==> src/rtl/flash_win_pkg.sv <==
`timescale 1ns/1ps
// Shared constants and types for the flash window decoder.
// Assumes a 32-bit address space and a power-of-two window size.
package flash_win_pkg;
    localparam int FW_AW       = 32;
    localparam int FW_WIN_LOG2 = 19;
    localparam int FW_PG_W     = FW_AW - FW_WIN_LOG2;

    // Bit positions in the configuration register.
    localparam int FW_B_WP   = 8;
    localparam int FW_B_CI   = 6;
    localparam int FW_B_MSK  = 2;   // masks occupy FW_B_MSK+3 .. FW_B_MSK
    localparam int FW_B_V    = 0;

    // Fields the decoder needs from the register.
    typedef struct packed {
        logic [FW_PG_W-1:0] page;
        logic               wprot;
        logic [3:0]         amask;  // index {super, code}
        logic               valid;
    } fw_dec_t;
endpackage

==> src/rtl/fwin_cfg_reg.sv <==
`timescale 1ns/1ps
// Configuration register for the flash window.
// Holds page, write protect, cache-inhibit hint, access masks and enable.
// Assumes boot pins are stable while rst_n is low (sampled on reset edges).
module fwin_cfg_reg
    import flash_win_pkg::*;
(
    input  logic                 clk,
    input  logic                 rst_n,
    input  logic                 boot_cfg_en,
    input  logic [2:0]           boot_mode,
    input  logic [1:0]           boot_sel,
    input  logic                 flash_secured,
    input  logic                 wr_en,
    input  logic [FW_AW-1:0]     wdata,
    output fw_dec_t              dec,
    output logic [FW_AW-1:0]     rdata
);
    fw_dec_t cfg_q;
    logic    cinh_q;
    logic    valid_rst;

    // Enable value at reset: boot-mode decode, overridden by security.
    always_comb begin
        valid_rst = flash_secured
                  | (boot_cfg_en & (boot_mode == 3'b110))
                  | (boot_cfg_en & (boot_mode == 3'b111) & (boot_sel == 2'b00));
    end

    // Register state: reset from pins, else load writable fields.
    always_ff @(posedge clk) begin
        if (!rst_n) begin
            cfg_q.page  <= '0;
            cfg_q.wprot <= 1'b1;
            cfg_q.amask <= '0;
            cfg_q.valid <= valid_rst;
            cinh_q      <= 1'b0;
        end else if (wr_en) begin
            cfg_q.page  <= wdata[FW_AW-1:FW_WIN_LOG2];
            cfg_q.wprot <= wdata[FW_B_WP];
            cfg_q.amask <= wdata[FW_B_MSK+3:FW_B_MSK];
            cfg_q.valid <= wdata[FW_B_V];
            cinh_q      <= wdata[FW_B_CI];
        end
    end

    // Read-back image with reserved bits held at zero.
    always_comb begin
        rdata                          = '0;
        rdata[FW_AW-1:FW_WIN_LOG2]     = cfg_q.page;
        rdata[FW_B_WP]                 = cfg_q.wprot;
        rdata[FW_B_CI]                 = cinh_q;
        rdata[FW_B_MSK+3:FW_B_MSK]     = cfg_q.amask;
        rdata[FW_B_V]                  = cfg_q.valid;
    end

    assign dec = cfg_q;
endmodule

==> src/rtl/fwin_match.sv <==
`timescale 1ns/1ps
// Combinational window decode for one access.
// Assumes the peripheral base and both windows are page-aligned.
// Direct window has priority when both windows match.
module fwin_match
    import flash_win_pkg::*;
#(
    parameter logic [FW_PG_W-1:0] BD_PG = 13'h080
) (
    input  fw_dec_t              dec,
    input  logic                 acc_valid,
    input  logic [FW_PG_W-1:0]   acc_page,
    input  logic [FW_PG_W-1:0]   periph_page,
    input  logic                 acc_write,
    input  logic                 acc_super,
    input  logic                 acc_code,
    input  logic                 acc_core,
    output logic                 hit_dir,
    output logic                 hit_bd,
    output logic                 wp_err
);
    logic [FW_PG_W-1:0] bd_page;
    logic               dir_ok;
    logic               bd_ok;
    logic               masked;

    // Qualify both windows, then resolve protection and priority.
    always_comb begin
        bd_page = periph_page + BD_PG;
        masked  = dec.amask[{acc_super, acc_code}];
        dir_ok  = acc_valid & acc_core & dec.valid & ~masked
                & (acc_page == dec.page);
        bd_ok   = acc_valid & (acc_page == bd_page);
        wp_err  = (dir_ok | bd_ok) & acc_write & dec.wprot;
        hit_dir = dir_ok & ~wp_err;
        hit_bd  = bd_ok & ~dir_ok & ~wp_err;
    end
endmodule

==> src/rtl/fwin_delay.sv <==
`timescale 1ns/1ps
// Fixed-length pulse delay line of N register stages (N >= 1).
module fwin_delay #(
    parameter int N = 2
) (
    input  logic clk,
    input  logic rst_n,
    input  logic d,
    output logic q
);
    generate
        if (N == 1) begin : g_one
            logic st_q;
            // Single stage.
            always_ff @(posedge clk) begin
                if (!rst_n) st_q <= 1'b0;
                else        st_q <= d;
            end
            assign q = st_q;
        end else begin : g_many
            logic [N-1:0] st_q;
            // Shift the pulse one stage per cycle.
            always_ff @(posedge clk) begin
                if (!rst_n) st_q <= '0;
                else        st_q <= {st_q[N-2:0], d};
            end
            assign q = st_q[N-1];
        end
    endgenerate
endmodule

==> src/rtl/flash_window_decoder.sv <==
`timescale 1ns/1ps
// Flash window decoder top: configuration register, window match,
// registered select and latency-matched ready.
// Assumes accesses are single-cycle requests on acc_valid.
module flash_window_decoder
    import flash_win_pkg::*;
#(
    parameter int          BASE_LAT  = 1,
    parameter logic [31:0] BD_OFFSET = 32'h0400_0000
) (
    input  logic               clk,
    input  logic               rst_n,
    input  logic               boot_cfg_en,
    input  logic [2:0]         boot_mode,
    input  logic [1:0]         boot_sel,
    input  logic               flash_secured,
    input  logic               reg_wr_en,
    input  logic [31:0]        reg_wdata,
    output logic [31:0]        reg_rdata,
    input  logic [12:0]        periph_page,
    input  logic               acc_valid,
    input  logic [12:0]        acc_page,
    input  logic               acc_write,
    input  logic               acc_super,
    input  logic               acc_code,
    input  logic               acc_core,
    output logic               sel_none,
    output logic               sel_direct,
    output logic               sel_backdoor,
    output logic               acc_err,
    output logic               acc_ready
);
    localparam logic [FW_PG_W-1:0] BD_PG     = BD_OFFSET[FW_AW-1:FW_WIN_LOG2];
    localparam int                 FAST_LEN  = BASE_LAT + 1;
    localparam int                 SLOW_LEN  = BASE_LAT + 3;

    fw_dec_t dec;
    logic    hit_dir, hit_bd, wp_err;
    logic    dir_q, bd_q, err_q;
    logic    go_fast, go_slow, rdy_fast, rdy_slow;

    fwin_cfg_reg u_cfg (
        .clk          (clk),
        .rst_n        (rst_n),
        .boot_cfg_en  (boot_cfg_en),
        .boot_mode    (boot_mode),
        .boot_sel     (boot_sel),
        .flash_secured(flash_secured),
        .wr_en        (reg_wr_en),
        .wdata        (reg_wdata),
        .dec          (dec),
        .rdata        (reg_rdata)
    );

    fwin_match #(.BD_PG(BD_PG)) u_match (
        .dec        (dec),
        .acc_valid  (acc_valid),
        .acc_page   (acc_page),
        .periph_page(periph_page),
        .acc_write  (acc_write),
        .acc_super  (acc_super),
        .acc_code   (acc_code),
        .acc_core   (acc_core),
        .hit_dir    (hit_dir),
        .hit_bd     (hit_bd),
        .wp_err     (wp_err)
    );

    // Register the decision so selects are one-cycle pulses.
    always_ff @(posedge clk) begin
        if (!rst_n) begin
            dir_q <= 1'b0;
            bd_q  <= 1'b0;
            err_q <= 1'b0;
        end else begin
            dir_q <= hit_dir;
            bd_q  <= hit_bd;
            err_q <= wp_err;
        end
    end

    // Alias reads take the long path; everything else the short one.
    always_comb begin
        go_fast = hit_dir | (hit_bd & acc_write);
        go_slow = hit_bd & ~acc_write;
    end

    fwin_delay #(.N(FAST_LEN)) u_fast (
        .clk(clk), .rst_n(rst_n), .d(go_fast), .q(rdy_fast)
    );

    fwin_delay #(.N(SLOW_LEN)) u_slow (
        .clk(clk), .rst_n(rst_n), .d(go_slow), .q(rdy_slow)
    );

    assign sel_direct   = dir_q;
    assign sel_backdoor = bd_q;
    assign sel_none     = ~dir_q & ~bd_q;
    assign acc_err      = err_q;
    assign acc_ready    = rdy_fast | rdy_slow;
endmodule

==> config.mk <==
export PLATFORM = sky130hd
export DESIGN_NAME = flash_window_decoder
export DESIGN_NICKNAME = d
export VERILOG_FILES = /design/src/rtl/flash_win_pkg.sv /design/src/rtl/fwin_cfg_reg.sv /design/src/rtl/fwin_match.sv /design/src/rtl/fwin_delay.sv /design/src/rtl/flash_window_decoder.sv
export SDC_FILE = /design/constraint.sdc
export NUM_CORES = 1
export LEC_CHECK = 0
export BUFFER_PORTS_ARGS = -buffer_cell sky130_fd_sc_hd__buf_2
export CAP_MARGIN = 10
export CORE_UTILIZATION = 35
export CTS_CLUSTER_DIAMETER = 150
export CTS_CLUSTER_SIZE = 10
export DETAILED_ROUTE_END_ITERATION = 12
export GPL_TIMING_DRIVEN = 0
export PLACE_DENSITY = 0.84
export RECOVER_POWER = 100
export SKIP_CTS_REPAIR_TIMING = 1
export SKIP_LAST_GASP = 1
export SYNTH_ARGS = -nofsm -noshare
export SYNTH_HDL_FRONTEND = slang
export SYNTH_SLANG_ARGS = --single-unit
export TNS_END_PERCENT = 1
==> constraint.sdc <==
create_clock -name clk -period 1.6 [get_ports clk]
set_input_delay 0.4 -clock clk [delete_from_list [all_inputs] [get_ports clk]]
set_output_delay 0.4 -clock clk [all_outputs]
set_load 0.05 [all_outputs]
==> impl_metrics.tcl <==
set metrics [dict create \
    area_delta_synth_final_pct 40.9 \
    antenna_cells 0 \
    netlist.top_cell.by_area "dfxtp_1" \
    number_of_max_cap_violations 0 \
    final.period_utilization_pct 96.5 \
    tritoncts.num_buffers 5 \
    place_hpwl_um 3020 \
    post-synth-top-area-fraction_pct 36.9 \
    grt_pass1_vias 1285 \
    met2_wirelength_um 1840 \
    worstSetupPathType "in -> reg" \
    final_max_slew_viol_count 0 \
    globalplace.congestion 0.805 \
    grt_pass1_wl_um 5420 \
    numClockSinks 29 \
    cp_max_fo 3 \
    met3_wirelength_um 230 \
    numPlacedInstances 300 \
    total_leakage_power_nw 1.06 \
    post_synth_num_cell_types 34 \
    met1_length_um 1540 \
    io_buffer_count 83 \
    critPathSlowestCell "or3_1" \
    num_rows 23 \
    number_of_antenna_violations_at_the_first_check_in_global_routing 0 \
    timing.rr.start "u_cfg.dec[3]" \
    clock_path_buffers 2 \
    async_flop_share_pct 0 \
    synth_simple_gate_area_share_pct 18.7 \
    critPathBufInv 1 \
    yosysMostFrequentCell "dfxtp_1" \
    global_route_congestion_overflow_total 0 \
    final_setup_violation_count 0 \
    grt_usage_pct 16.6 \
    post_detailed_route_count_of_antenna_violating_nets 0 \
    netlist_area_um2 1520 \
    worst_setup_hold_path_clk_slew_ns 0.06 \
    first_iter_violations 13 \
    dpl_cell_area_um2 2040 \
    worst_clock_skew_ns 0.00324 \
    crit_path_cell_trace "buf_2 > ha_1 > or3_1 > a31oi_2 > nand3_2 > nor4b_4" \
    irDropWorstVdd_v 0.000491 \
    main_combinational_cell_family_by_area_after_synthesis "simple AND/OR/NAND/NOR gates" \
    route.vias.total 1369 \
    r2r_end "u_slow.g_many.st_q[0]" \
    setup_slack_on_the_worst_flop_to_flop_path_ns 0.09 \
    critPathRequiredTime_ns 1.79 \
    final_area_um2 2140 \
    grt_start_max_net_pins 11 \
    drt_first_pass_iters 4 \
    ys_ff_latch 29 \
    maxClockFrequency_mhz 648 \
    max_slew_margin_pct 49.7 \
    num_io_pins 110 \
    finalWirelength_um 3670 \
    synth_compound_gate_area_share_pct 3.95 \
    syn_area_per_cell_um2 9.74 \
    dominantRegCellSynth "dfxtp_1" \
    drc 0 \
    yosys-mux-area-fraction_pct 14.0 \
    outcome "finished, final reports clean" \
    highest_layer "met4" \
    worst_setup_path_start_kind "input pin" \
    core_region_area_um2 4090 \
    synth_common_cells "dfxtp_1 (28), nor2_1 (21), xnor2_1 (20), mux2i_1 (19), buf_4 (13)" \
    critPathCapture "u_slow.g_many.st_q[0]" \
    critical_path.endpoint_type "flop" \
    critical_path.startpoint "periph_page[7]" \
    worst_slew_pin_slew_ns 0.754 \
    die_w_um 67.9 \
    final.fill_count 408 \
    synth_fa_ha_area_share_pct 0.823 \
    critPathMaxStageDelay_ns 0.40 \
    layout_min_cycle_time_ns 1.54 \
    layoutNonFillerInstCount 308 \
    grt_setup_unrepaired "false" \
    tritoncts "yes" \
    postSynthCellCount 156 \
    yosys-top-cells-area "dfxtp_1 (37%), mux2i_1 (13%), xnor2_1 (12%)" \
    synth-edff-count 1 \
    path_depth 6 \
    synthXorXnorAreaFrac_pct 15.6 \
    power_density_nw_per_um2 889 \
    clk_latency_ns 0.28 \
    synth_seq_area_share_pct 38.8 \
    fin_hold_ws_ns 0.336 \
    yosys_warnings 0 \
    worst-endpoint-arrival_ns 1.74 \
    timing_hold_violations_final 0 \
    die_ht_um 67.9 \
    timing.critical_path.max_delay_family "simple AND/OR/NAND/NOR gates" \
    design.final.nets 331 \
    cts_root_buffer "clkbuf_8" \
    min-delay-path-class "in -> reg" \
    post_route_cells_drive_above_1_share_pct 42.6 \
    via_density_per_instance 4.44 \
    cts_htree_levels 2 \
    initial_utilization_pct 37.2 \
    rr_worst_depth 4 \
    floorplan.die_area_um2 4610 \
    drt-wirelength-per-cell_um 11.9 \
]
## report_power, final
part / internal (mW) / leakage (nW) / total [mW] / switching, mW
clock: 0.350 / 0.0455 / 0.620 / 0.270
combinational: 0.184 / 0.772 / 0.500 / 0.316
sequential: 0.759 / 0.240 / 0.784 / 0.0257
total: 1.29 / 1.06 / 1.90 / 0.611
## worst register-to-register path, stage by stage, from the launching register on
cell     delay [ns]
dfxtp_1        0.33
mux4_2         0.48
nor3_2         0.14
nand4_1        0.22
nor4b_4        0.21
## worst min path at each step
stage                           from                    end  slack, ns  cells after the start
5_1_grt                 reg_wdata[8]           u_cfg.dec[5]       0.34                      3
3_3_place_gp   u_slow.g_many.st_q[2]  u_slow.g_many.st_q[3]       0.41                      1
6_report                reg_wdata[8]           u_cfg.dec[5]       0.34                      3
2_1_floorplan  u_fast.g_many.st_q[0]  u_fast.g_many.st_q[1]       0.41                      1
4_1_cts                    acc_write  u_slow.g_many.st_q[0]       0.33                      2
3_5_place_dp   u_fast.g_many.st_q[0]  u_fast.g_many.st_q[1]       0.42                      1
## through the flow
step	utilization (%)	power, mW	setup slack, ns	TNS (ns)
after floorplan	-	1.15	-0.0197	-0.0197
after global placement	49.9	1.29	-0.204	-0.670
after detailed placement	49.9	1.30	-0.245	-0.819
after CTS	52.1	1.93	-0.0276	-0.0276
after global routing	52.4	2.00	0.00630	0
final	52.4	1.90	0.0557	0
## per-layer routing
layer / track usage, % / vias up
met2: 29.3 / 59
li1: - / 704
met1: 18.0 / 599
met3: 4.50 / 7
met5: 0 / -
met4: 8.59 / 0
## cell usage in the layout (no fill, tap or decap), drive strengths merged
master  synthesis  routed
a211oi          1       1
a21oi           1       1
a31oi           2       2
a41oi           1       1
and2            4       4
and3            1       1
buf            13      71
clkbuf          5      38
conb            1      12
dfxtp          28      28
edfxtp          1       1
ha              1       1
inv             1       1
mux2i          19      19
mux4            1       1
nand2           6       6
nand2b          1       1
nand3           2       2
nand4           6       6
nor2           21      21
nor2b           2       2
nor3            1       1
nor3b           2       2
nor4            2       2
nor4b           1       1
o21ai           3       3
or2             1       1
or3             1       1
xnor2          20      20
xor2            7       7
## flip-flops by register name, summed over array words and instances (netlist names)
register / count
acc_err: 1
u_cfg.dec: 19
sel_backdoor: 1
u_cfg.cinh_q: 1
u_slow.g_many.st_q: 4
u_fast.g_many.st_q: 2
sel_direct: 1
## final cells by class
cell class	count	area [µm²]	area share, %
Multi-Input combinational cell	119	865	40.4
Sequential cell	29	591	27.6
Timing Repair Buffer	83	414	19.3
Buffer	18	116	5.43
Clock buffer	8	90.1	4.21
Tap cell	50	62.6	2.92
Inverter	1	3.75	0.175
## kinds of logic after synthesis
group,Yosys count
simple gates,51
flops,29
xor+xnor,27
mux,20
buf+inv,19
compound gates,8
fa+ha+maj,1
other cells,1
Note: power is estimated with default switching activity, not from simulation.
